File: config.mk
export PLATFORM = sky130hd
export DESIGN_NAME = addsub_unit
export DESIGN_NICKNAME = d
export VERILOG_FILES = /design/src/rtl/addsub_pkg.sv /design/src/rtl/addsub_ctrl.sv /design/src/rtl/addsub_datapath.sv /design/src/rtl/addsub_unit.sv
export SDC_FILE = /design/constraint.sdc
export NUM_CORES = 1
export LEC_CHECK = 0
export CORE_MARGIN = 5
export CORE_UTILIZATION = 30
export DETAILED_ROUTE_END_ITERATION = 12
export DONT_BUFFER_PORTS = 1
export PLACE_DENSITY_LB_ADDON = 0.05
export SYNTH_ARGS = -nofsm -noshare
export SYNTH_HDL_FRONTEND = slang
export SYNTH_HIERARCHICAL = 1
export SYNTH_SLANG_ARGS = --single-unit
File: constraint.sdc
create_clock -name vclk -period 3.8
set_clock_uncertainty 0.2 [all_clocks]
set_input_delay 0 -clock vclk [all_inputs]
set_output_delay 0 -clock vclk [all_outputs]
set_load 0.005 [all_outputs]
File: src/rtl/addsub_pkg.sv
package addsub_pkg;
  localparam int FLAG_W = 5;
  localparam int FX = 4;
  localparam int FN = 3;
  localparam int FZ = 2;
  localparam int FV = 1;
  localparam int FC = 0;

  typedef enum logic [2:0] {
    OP_ADD  = 3'd0,
    OP_SUB  = 3'd1,
    OP_ADDX = 3'd2,
    OP_SUBX = 3'd3,
    OP_ADDQ = 3'd4,
    OP_SUBQ = 3'd5
  } opKind_e;

  typedef struct packed {
    logic doSub;
    logic useExtend;
    logic useQuick;
  } opStrobes_t;
endpackage

File: src/rtl/addsub_ctrl.sv
module addsub_ctrl
  import addsub_pkg::*;
(
  input  logic [2:0]  opSel,
  output opStrobes_t  strobes
);
  always_comb begin
    strobes = '0;
    case (opSel)
      OP_SUB:  strobes.doSub = 1'b1;
      OP_ADDX: strobes.useExtend = 1'b1;
      OP_SUBX: begin strobes.doSub = 1'b1; strobes.useExtend = 1'b1; end
      OP_ADDQ: strobes.useQuick = 1'b1;
      OP_SUBQ: begin strobes.doSub = 1'b1; strobes.useQuick = 1'b1; end
      default: strobes = '0;
    endcase
  end
endmodule

File: src/rtl/addsub_datapath.sv
module addsub_datapath
  import addsub_pkg::*;
#(
  parameter int DATA_W     = 32,
  parameter int LANE_COUNT = 3,
  parameter int QUICK_W    = 3
) (
  input  opStrobes_t         strobes,
  input  logic [1:0]         sizeSel,
  input  logic [DATA_W-1:0]  srcOperand,
  input  logic [DATA_W-1:0]  dstOperand,
  input  logic [QUICK_W-1:0] quickImm,
  input  logic [FLAG_W-1:0]  flagsIn,
  input  logic               addrDest,
  output logic [DATA_W-1:0]  result,
  output logic [FLAG_W-1:0]  flagsOut
);
  localparam int QV_W = QUICK_W + 1;
  localparam int LANE_IDX_W = (LANE_COUNT > 1) ? $clog2(LANE_COUNT) : 1;

  logic [QV_W-1:0]   quickVal;
  logic [DATA_W-1:0] srcEff;
  logic              extIn;

  always_comb begin
    quickVal = (quickImm == '0) ? QV_W'(1 << QUICK_W) : {1'b0, quickImm};
    srcEff   = strobes.useQuick ? DATA_W'(quickVal) : srcOperand;
    extIn    = strobes.useExtend & flagsIn[FX];
  end

  logic [DATA_W-1:0] laneRes   [LANE_COUNT];
  logic              laneCarry [LANE_COUNT];
  logic              laneOvf   [LANE_COUNT];
  logic              laneNeg   [LANE_COUNT];
  logic              laneZero  [LANE_COUNT];

  for (genvar g = 0; g < LANE_COUNT; g++) begin : gLane
    localparam int W = 8 << g;
    logic [W-1:0] opA, opB, sized;
    logic [W:0]   wide;

    always_comb begin
      opA = dstOperand[W-1:0];
      opB = srcEff[W-1:0];
      if (strobes.doSub) wide = {1'b0, opA} - {1'b0, opB} - {{W{1'b0}}, extIn};
      else               wide = {1'b0, opA} + {1'b0, opB} + {{W{1'b0}}, extIn};
      sized = wide[W-1:0];
    end

    assign laneCarry[g] = wide[W];
    assign laneNeg[g]   = sized[W-1];
    assign laneZero[g]  = (sized == '0);
    assign laneOvf[g]   = strobes.doSub
                        ? ((opA[W-1] != opB[W-1]) && (sized[W-1] != opA[W-1]))
                        : ((opA[W-1] == opB[W-1]) && (sized[W-1] != opA[W-1]));

    if (W >= DATA_W) begin : gFull
      assign laneRes[g] = sized[DATA_W-1:0];
    end else begin : gPart
      assign laneRes[g] = {dstOperand[DATA_W-1:W], sized};
    end
  end

  logic [LANE_IDX_W-1:0] laneSel;
  always_comb begin
    if (int'(sizeSel) >= LANE_COUNT) laneSel = LANE_IDX_W'(LANE_COUNT - 1);
    else                            laneSel = LANE_IDX_W'(sizeSel);
  end

  always_comb begin
    result = laneRes[laneSel];
    if (addrDest) begin
      flagsOut = flagsIn;
    end else begin
      flagsOut[FX] = laneCarry[laneSel];
      flagsOut[FN] = laneNeg[laneSel];
      flagsOut[FZ] = laneZero[laneSel];
      flagsOut[FV] = laneOvf[laneSel];
      flagsOut[FC] = laneCarry[laneSel];
    end
  end
endmodule

File: src/rtl/addsub_unit.sv
module addsub_unit
  import addsub_pkg::*;
#(
  parameter int DATA_W  = 32,
  parameter int QUICK_W = 3
) (
  input  logic [2:0]         opSel,
  input  logic [1:0]         sizeSel,
  input  logic [DATA_W-1:0]  srcOperand,
  input  logic [DATA_W-1:0]  dstOperand,
  input  logic [QUICK_W-1:0] quickImm,
  input  logic [4:0]         flagsIn,
  input  logic               addrDest,
  output logic [DATA_W-1:0]  result,
  output logic [4:0]         flagsOut
);
  opStrobes_t strobes;

  addsub_ctrl u_ctrl (
    .opSel   (opSel),
    .strobes (strobes)
  );

  addsub_datapath #(
    .DATA_W     (DATA_W),
    .LANE_COUNT (3),
    .QUICK_W    (QUICK_W)
  ) u_dp (
    .strobes    (strobes),
    .sizeSel    (sizeSel),
    .srcOperand (srcOperand),
    .dstOperand (dstOperand),
    .quickImm   (quickImm),
    .flagsIn    (flagsIn),
    .addrDest   (addrDest),
    .result     (result),
    .flagsOut   (flagsOut)
  );
endmodule

### Word-level counts from Yosys, hierarchy flattened

Cells that the tools add are included.

| cells by class | value |
|---|---|
| $add $sub $neg | 12 |
| $lt $le $gt $ge | 2 |
| eq/ne operators | 14 |
| multiplexer cells | 28 |
| bitwise gates (word level) | 2 |
| reductions and logical operators | 13 |

Operator list:

| cell | count |
|---|---|
| $mux W32 | 3 |
| $bmux W32 S2 | 1 |
| $add A32 B32 Y33 | 1 |
| $add A33 B1 Y33 | 1 |
| $mux W33 | 1 |
| $sub A32 B32 Y33 | 1 |
| $sub A33 B1 Y33 | 1 |
| $logic_not A32 Y1 | 1 |
| $add A16 B16 Y17 | 1 |
| $add A17 B1 Y17 | 1 |
| $mux W17 | 1 |
| $sub A16 B16 Y17 | 1 |
| $sub A17 B1 Y17 | 1 |
| $logic_not A16 Y1 | 1 |
| $mux W1 | 14 |
| $add A8 B8 Y9 | 1 |
| $add A9 B1 Y9 | 1 |
| $mux W9 | 1 |
| $sub A8 B8 Y9 | 1 |
| $sub A9 B1 Y9 | 1 |
| $bmux W1 S2 | 4 |
| $logic_not A8 Y1 | 1 |
| $eq A3 B2 Y1 const B | 2 |
| $eq A3 B3 Y1 const B | 2 |
| other kinds (14) | 27 |

| storage, ports and cells | value |
|---|---|
| register bits after elaboration | 0 |
| input bits | 78 |
| output and inout port bits | 37 |
| logic and storage cells | 71 |

### Depth between registers and ports, before layout

Gate-level depths: netlist of the first run.

| logic depth | value |
|---|---|
| depth in word-level cells | 14 |
| mapped depth | 19 |
| gate-level depth less buffers | 19 |

### Modules after synthesis

The synthesis of the first run kept the hierarchy.

By module, submodules not included:

| module | instances | cells an instance | area each (µm²) | sequential area each (µm²) |
|---|---|---|---|---|
| addsub_datapath | 1 | 801 | 5347.6 | 0.0 |
| addsub_ctrl | 1 | 3 | 22.5 | 0.0 |

### Worst setup path after synthesis of the first run

No wires, ideal clock.

| timing | value |
|---|---|
| path type | input to output |
| start | input port opSel[1] |
| end | output port flagsOut[2] |
| data arrival time | 3.966 ns |
| data required time | 3.600 ns |
| slack | -0.366 ns |
| stages on the path | 18 |
| path buffers | 0 |
| path through | and2b_2 -> mux2_2 -> fa_1 -> inv_1 -> ha_1 -> nor2_1 -> fa_1 -> and3b_1 -> o211a_1 -> o21ai_2 -> a211oi_1 -> mux2_4 -> a211o_1 -> nor4_2 -> nand4_1 -> nor4_1 -> and4b_1 -> a31o_1 |

| on the way | value |
|---|---|
| longest elaborated chain between the ends | 12 |
| elaborated cells on any way between the ends | 35 |
| those cells by class | add/sub (12); eq/ne (5); mux (11); bitwise (1); reduce/logical (6) |

RTL lines:

| item | RTL line | text |
|---|---|---|
| start, declared | addsub_unit.sv:7 | `input logic [2:0] opSel,` |
| $eq A3 B3 Y1 | addsub_ctrl.sv:9 | `case (opSel)` |
| $reduce_or A2 Y1 (no source line) | - |  |
| $mux W1 | addsub_ctrl.sv:9 |  |
| $mux W32 | addsub_datapath.sv:27 | `srcEff = strobes.useQuick ? DATA_W'(quickVal) : srcOperand;` |
| $add A32 B32 Y33 (tied with other cells) | addsub_datapath.sv:46 | `else wide = {1'b0, opA} + {1'b0, opB} + {{W{1'b0}}, extIn};` |
| $add A33 B1 Y33 (tied with other cells) | addsub_datapath.sv:46 |  |
| $mux W33 (tied with other cells) | addsub_datapath.sv:45 | `if (strobes.doSub) wide = {1'b0, opA} - {1'b0, opB} - {{W{1'b0}}, extIn};` |
| $logic_not A32 Y1 (tied with other cells) | addsub_datapath.sv:52 | `assign laneZero[g] = (sized == '0);` |
| $bmux W1 S2 * | addsub_datapath.sv:77 | `flagsOut[FZ] = laneZero[laneSel];` |
| $mux W1 (implied by the code) * (2 in a row) | addsub_datapath.sv:77 |  |
| $mux W5 * | addsub_datapath.sv:72 | `if (addrDest) begin` |
| end, declared | addsub_unit.sv:15 | `output logic [4:0] flagsOut` |

Every way passes the cells marked *; elsewhere a longest branch is shown, timed or not. The select of a mux whose other input is x is not followed.

### Final worst setup path of the first run

Same ends and word-level chain as after synthesis.

==> summary.md, run 1 <==
| Metric | Value |
|---|---|
| Cell Area, Synth | between 5000 and 6000 um2 |
| Yosys top cell by area | ha_1 |
| DP Worst Slack | -0.642 ns |
| All-layer global routing usage | 0.195 |
| Synth top area share | 0.217 |
| Mean post-synth cell area | 6.68 um2 |
| Worst setup SP type | input pin |
| Util after Layout | 0.468 |
| Sequential area share after synthesis | 0 |
| DRC viols | 0 |
| Synth Instances | 804 |
| Setup crit end kind | primary output |
| Area growth syn-to-layout | 54.8% |
| Synth warn | 6 |
| Fin area | between 8000 and 9000 um2 |
| Port Buf Inserts | 0 |
| Final WS setup | -0.490 ns |
| Starting density of the core | 0.302 |
| Num rows | 49 |
| CP peak stage delay | ~0.49 ns |
| 1st-iter DRT viols | 256 |
| Placed cell count | about 1200 |
| Core Area | ~18000 um2 |
| Clock buffer count | 0 |
| Net Count, Synth | 979 |
| Slew @ Worst Pin | 1.08 ns |
| Vias per inst | about 5 |
| Placed cell areas | 7130 um2 |
| Commonest cells post-synth | inv_1 (112), ha_1 (93), a21oi_1 (79) |
| Leak pwr | 3.93 nW |
| Worst-path cell chain | and2b_2 > mux2_4 > fa_1 > inv_1 > ha_2 > nor2_2 > fa_2 > and3b_1 > o211a_1 > o21ai_2 > a211oi_2 > mux2_4 > a211o_1 > nor4_2 > nand4_1 > nor4_2 > and4b_1 > a31o_1 |
| DR WL/cell | around 17 um |
| FMAX | 0.233 GHz |
| Max Fanout on Critical Path | 3 |
| Unique cell type count in the Yosys netlist | 75 |
| Maximum vdd drop | 0.0862 mV |
| DIE WIDTH | 144 um |
| Power Total | ~2.1 mW |
| Detail Route met3 WL | a little under 700 um |
| Status | complete, but fails checks |
| Layout cells sized above 1 | 0.354 |
| Power per Cell Area | between 200 and 300 nW/um2 |
| Vias | 6364 |
| Largest cells by area after synthesis | ha_1 (22%), inv_1 (7.8%), xnor2_1 (7.5%), a21oi_1 (7.4%), nor2b_1 (4.4%) |
| Max cap viols | 0 |
| # nets final | approximately 1200 |
| Hold Slack | -0.00251 ns |
| Relative slew slack | 0.278 |
| Req. time, crit path | ~3.6 ns |
| Gr ovfl total | 0 |
| Register Area | 0 um2 |
| Vias in the first global route | between 6000 and 7000 |
| Metal2 WL | ~11 mm |
| Hold crit path type | in2out |
| First drt pass iteration count | 4 |
| DRT antenna net count | 0 |
| DIE HEIGHT | ~140 um |
| Failing checks | negative hold slack, negative setup slack |
| Routability congestion estimate | 0.887 |
| Cell with the most instances after synthesis | inv_1 |
| Hold Fails Final Rpt | 1 |
| Fin crit share | 1.13 |
| HPWL Detailed | about 18 mm |
| Post-Layout Cell Count | 1256 |
| Metal-1 WL | 9.50 mm |
| Die area | just over 20000 um2 |
| # setup viols final | 9 |
| Initial antenna violation count | 0 |
| Number of max-slew violations in the final report | 0 |
| Min cycle time layout | between 4 and 5 ns |
| RSZ-0062 raised after global routing | true |
| I/O pin cnt | between 100 and 150 |
| Fin Setup TNS | -1.50 ns |
| Slowest stage cell, crit path | fa_1 |
| Top layer reached by signal wires | met4 |
| Largest net degree at the start of global routing | 25 |
| Number of fillers in the final layout | 1904 |
| WL final | roughly 21 mm |
| First-pass GRT wire length | 33.0 mm |
| Critical path type | in2out |
| Antenna Cells | 0 |
| Area occupied by multi-input gates | 5590 um2 |
| FF+latch count | 0 |
| CP Data Arrival Time | a little over 4 ns |
[timing repair]
| item | in CTS | in global routing |
|---|---|---|
| pin swaps | 32 | 45 |
| gates resized for setup | 69 | 97 |
| hold buffers | 26 | 0 |
| setup endpoints to repair | 17 | 19 |
| endpoints found under the hold margin | 26 | 0 |
| buffers inserted | 15 | 7 |
[area by class of cell]
cell class,instances,share of cell area
inverters,115,0.0519
multi-input cells,660,0.672
well taps,229,0.0345
repair buffers,252,0.241
[final timing paths]
kind | start | end | slack [ns] | cells past startpoint
worst max-delay path | opSel[1] | flagsOut[2] | -0.49 | 18
worst min-delay path | flagsIn[1] | flagsOut[1] | -0.003 | 3
[where the power goes]
group	total, mW	internal (mW)	switching [mW]	leakage, nW
registers	0	0	0	0
logic	2.12	1.07	1.05	3.93
clock network	0	0	0	0
[critical path: cells and delay by family]
family          cells  cell delay (ns)
mux                 2             0.61
fa+ha+maj           3             1.00
simple gates        7             1.38
buf+inv             1             0.08
compound gates      5             1.01
[cell families after synthesis]
family | count (synthesis) | share of synthesized area
AND/OR/NAND/NOR | 238 | 0.222
adder cells (fa/ha/maj) | 97 | 0.232
XOR/XNOR | 60 | 0.0979
buffers and inverters | 144 | 0.103
multiplexers | 26 | 0.0510
AO/OA/AOI/OAI | 239 | 0.294
[cell usage in the layout, fill, tap and decap left out, drive strengths merged, types with 6 or more instances in the layout]
cell / n
o21bai: 9
nor4: 9
inv: 114
dlygate4sd3: 25
nand2: 60
xnor2: 46
o21ai: 44
buf: 227
a211oi: 8
mux2: 8
nor2b: 38
nand3: 10
a21o: 19
mux2i: 18
a21oi: 79
ha: 93
o211ai: 9
nand2b: 11
o31ai: 11
nor3: 17
a31oi: 11
xor2: 14
and3: 6
nor2: 60
nand4: 8
[routing by layer]
metal	vias up	GRT usage
li1	3268	-
met1	2985	0.250
met2	99	0.367
met3	12	0.0110
met4	0	0.0253
met5	-	0
Note: power is estimated with default switching activity, not from simulation.
==> inputs of run 2 (changes only) <==
- RECOVER_POWER: default -> 25
==> summary.md, run 2 (synthesis results as in run 1) <==
| Metric | Value |
|---|---|
| Most frequent cells in the layout | buf_4 (215), inv_1 (108), ha_1 (79) |
| Core Area | roughly 18000 um2 |
| Critical path type | in2out |
| Max Fanout on Critical Path | 3 |
| Vias per inst | 5.07 |
| Starting density of the core | 0.302 |
| WHS Path Cells | 3 |
| FF+latch count | 0 |
| Routability congestion estimate | just under 0.9 |
| DR WL/cell | around 17 um |
| Fin Setup TNS | -1.54 ns |
| All-layer global routing usage | 0.195 |
| Hold path endpoint | flagsOut[1] |
| Min cycle time layout | approximately 4.3 ns |
| Initial antenna violation count | 0 |
| Max cap viols | 0 |
| # nets final | around 1200 |
| Number of fillers in the final layout | between 1500 and 2000 |
| DRT antenna net count | 0 |
| FMAX | roughly 0.23 GHz |
| Hold Fails Final Rpt | 1 |
| Commonest non-fill, non-tap cell in the layout | buf_4 |
| Die area | roughly 21000 um2 |
| I/O pin cnt | about 120 |
| Largest net degree at the start of global routing | 25 |
| Num rows | 49 |
| Number of max-slew violations in the final report | 0 |
| Antenna Cells | 0 |
| 1st-iter DRT viols | ~250 |
| Power Total | approximately 2.1 mW |
| Worst setup SP type | input pin |
| Final WS setup | -0.497 ns |
| Maximum vdd drop | roughly 0.086 mV |
| Hold Slack | -0.00251 ns |
| Relative slew slack | 0.278 |
| Status | complete, but fails checks |
| Leak pwr | 3.93 nW |
| Area growth syn-to-layout | 54.8% |
| Post-Layout Cell Count | around 1300 |
| Hold_sp | flagsIn[1] |
| HPWL Detailed | around 18 mm |
| Req. time, crit path | ~3.6 ns |
| RSZ-0062 raised after global routing | true |
| # setup viols final | 9 |
| Failing checks | negative hold slack, negative setup slack |
| Setup crit end kind | primary output |
| Area occupied by multi-input gates | 5590 um2 |
| First drt pass iteration count | 4 |
| Placed cell count | approximately 1200 |
| Clock buffer count | 0 |
| First-pass GRT wire length | between 30 and 40 mm |
| Vias in the first global route | 6585 |
| Layout cells sized above 1 | 0.353 |
| Port Buf Inserts | 0 |
| DRC viols | 0 |
| DIE WIDTH | 144 um |
| Hold crit path type | in2out |
| WL final | about 21 mm |
| Vias | around 6400 |
| Slew @ Worst Pin | roughly 1.1 ns |
| CP Data Arrival Time | 4.10 ns |
| Gr ovfl total | 0 |
| Register Area | 0 um2 |
| Power per Cell Area | about 250 nW/um2 |
| DIE HEIGHT | 144 um |
| Fin crit share | 1.13 |
## run 2: layout make-up
class              count  area share
repair buffers       252       0.241
multi-input cells    660       0.673
inverters            115      0.0519
well taps            229      0.0345
## run 2: routing by layer
metal,track usage,up-vias,wire [um]
met1,0.250,2983,9500
li1,-,3268,-
met5,0,-,0
met2,0.367,99,10800
met4,0.0253,0,219
met3,0.0110,12,695
## run 2: what timing repair did
action / 4_1_cts / 5_1_grt
hold buffers: 26 / 0
buffers inserted: 15 / 7
endpoints found under the hold margin: 26 / 0
setup endpoints to repair: 17 / 19
gates resized for setup: 69 / 97
pin swaps: 32 / 45
## run 2: stage by stage
step | instance area, um2 | setup WS [ns] | hold WS [ns] | utilization
6_report | 8310 | -0.497 | -0.00251 | 0.467
4_1_cts | 7810 | -0.512 | 0.000584 | 0.439
3_5_place_dp | 7130 | -0.642 | -0.138 | 0.401
5_1_grt | 8310 | -0.739 | 0.0163 | 0.467
3_3_place_gp | 7130 | -0.580 | -0.134 | 0.401
2_1_floorplan | 5390 | -0.0644 | -0.106 | -
## run 2: critical path: stages
cell	delay, ns
and2b_2	0.22
mux2_4	0.31
fa_1	0.54
ha_1	0.21
nor2_2	0.05
fa_2	0.33
and3b_1	0.18
o211a_1	0.26
o21ai_2	0.21
a211oi_2	0.10
mux2_4	0.30
a211o_1	0.26
nor4_2	0.25
nand4_1	0.20
nor4_2	0.24
and4b_1	0.24
a31o_1	0.18
## run 2: worst max path at each step
stage	start	endpoint	slack [ns]	cells past startpoint
after floorplan	opSel[1]	flagsOut[2]	-0.06	18
after global placement	opSel[1]	flagsOut[2]	-0.58	18
after detailed placement	opSel[1]	flagsOut[2]	-0.64	18
after CTS	opSel[1]	flagsOut[2]	-0.51	18
after global routing	opSel[1]	flagsOut[2]	-0.74	18
final	opSel[1]	flagsOut[2]	-0.50	17
## run 2: power breakdown
group	total (mW)	leakage (nW)	switching, mW	internal [mW]
Clock	0	0	0	0
Sequential	0	0	0	0
Combinational	2.12	3.93	1.05	1.06
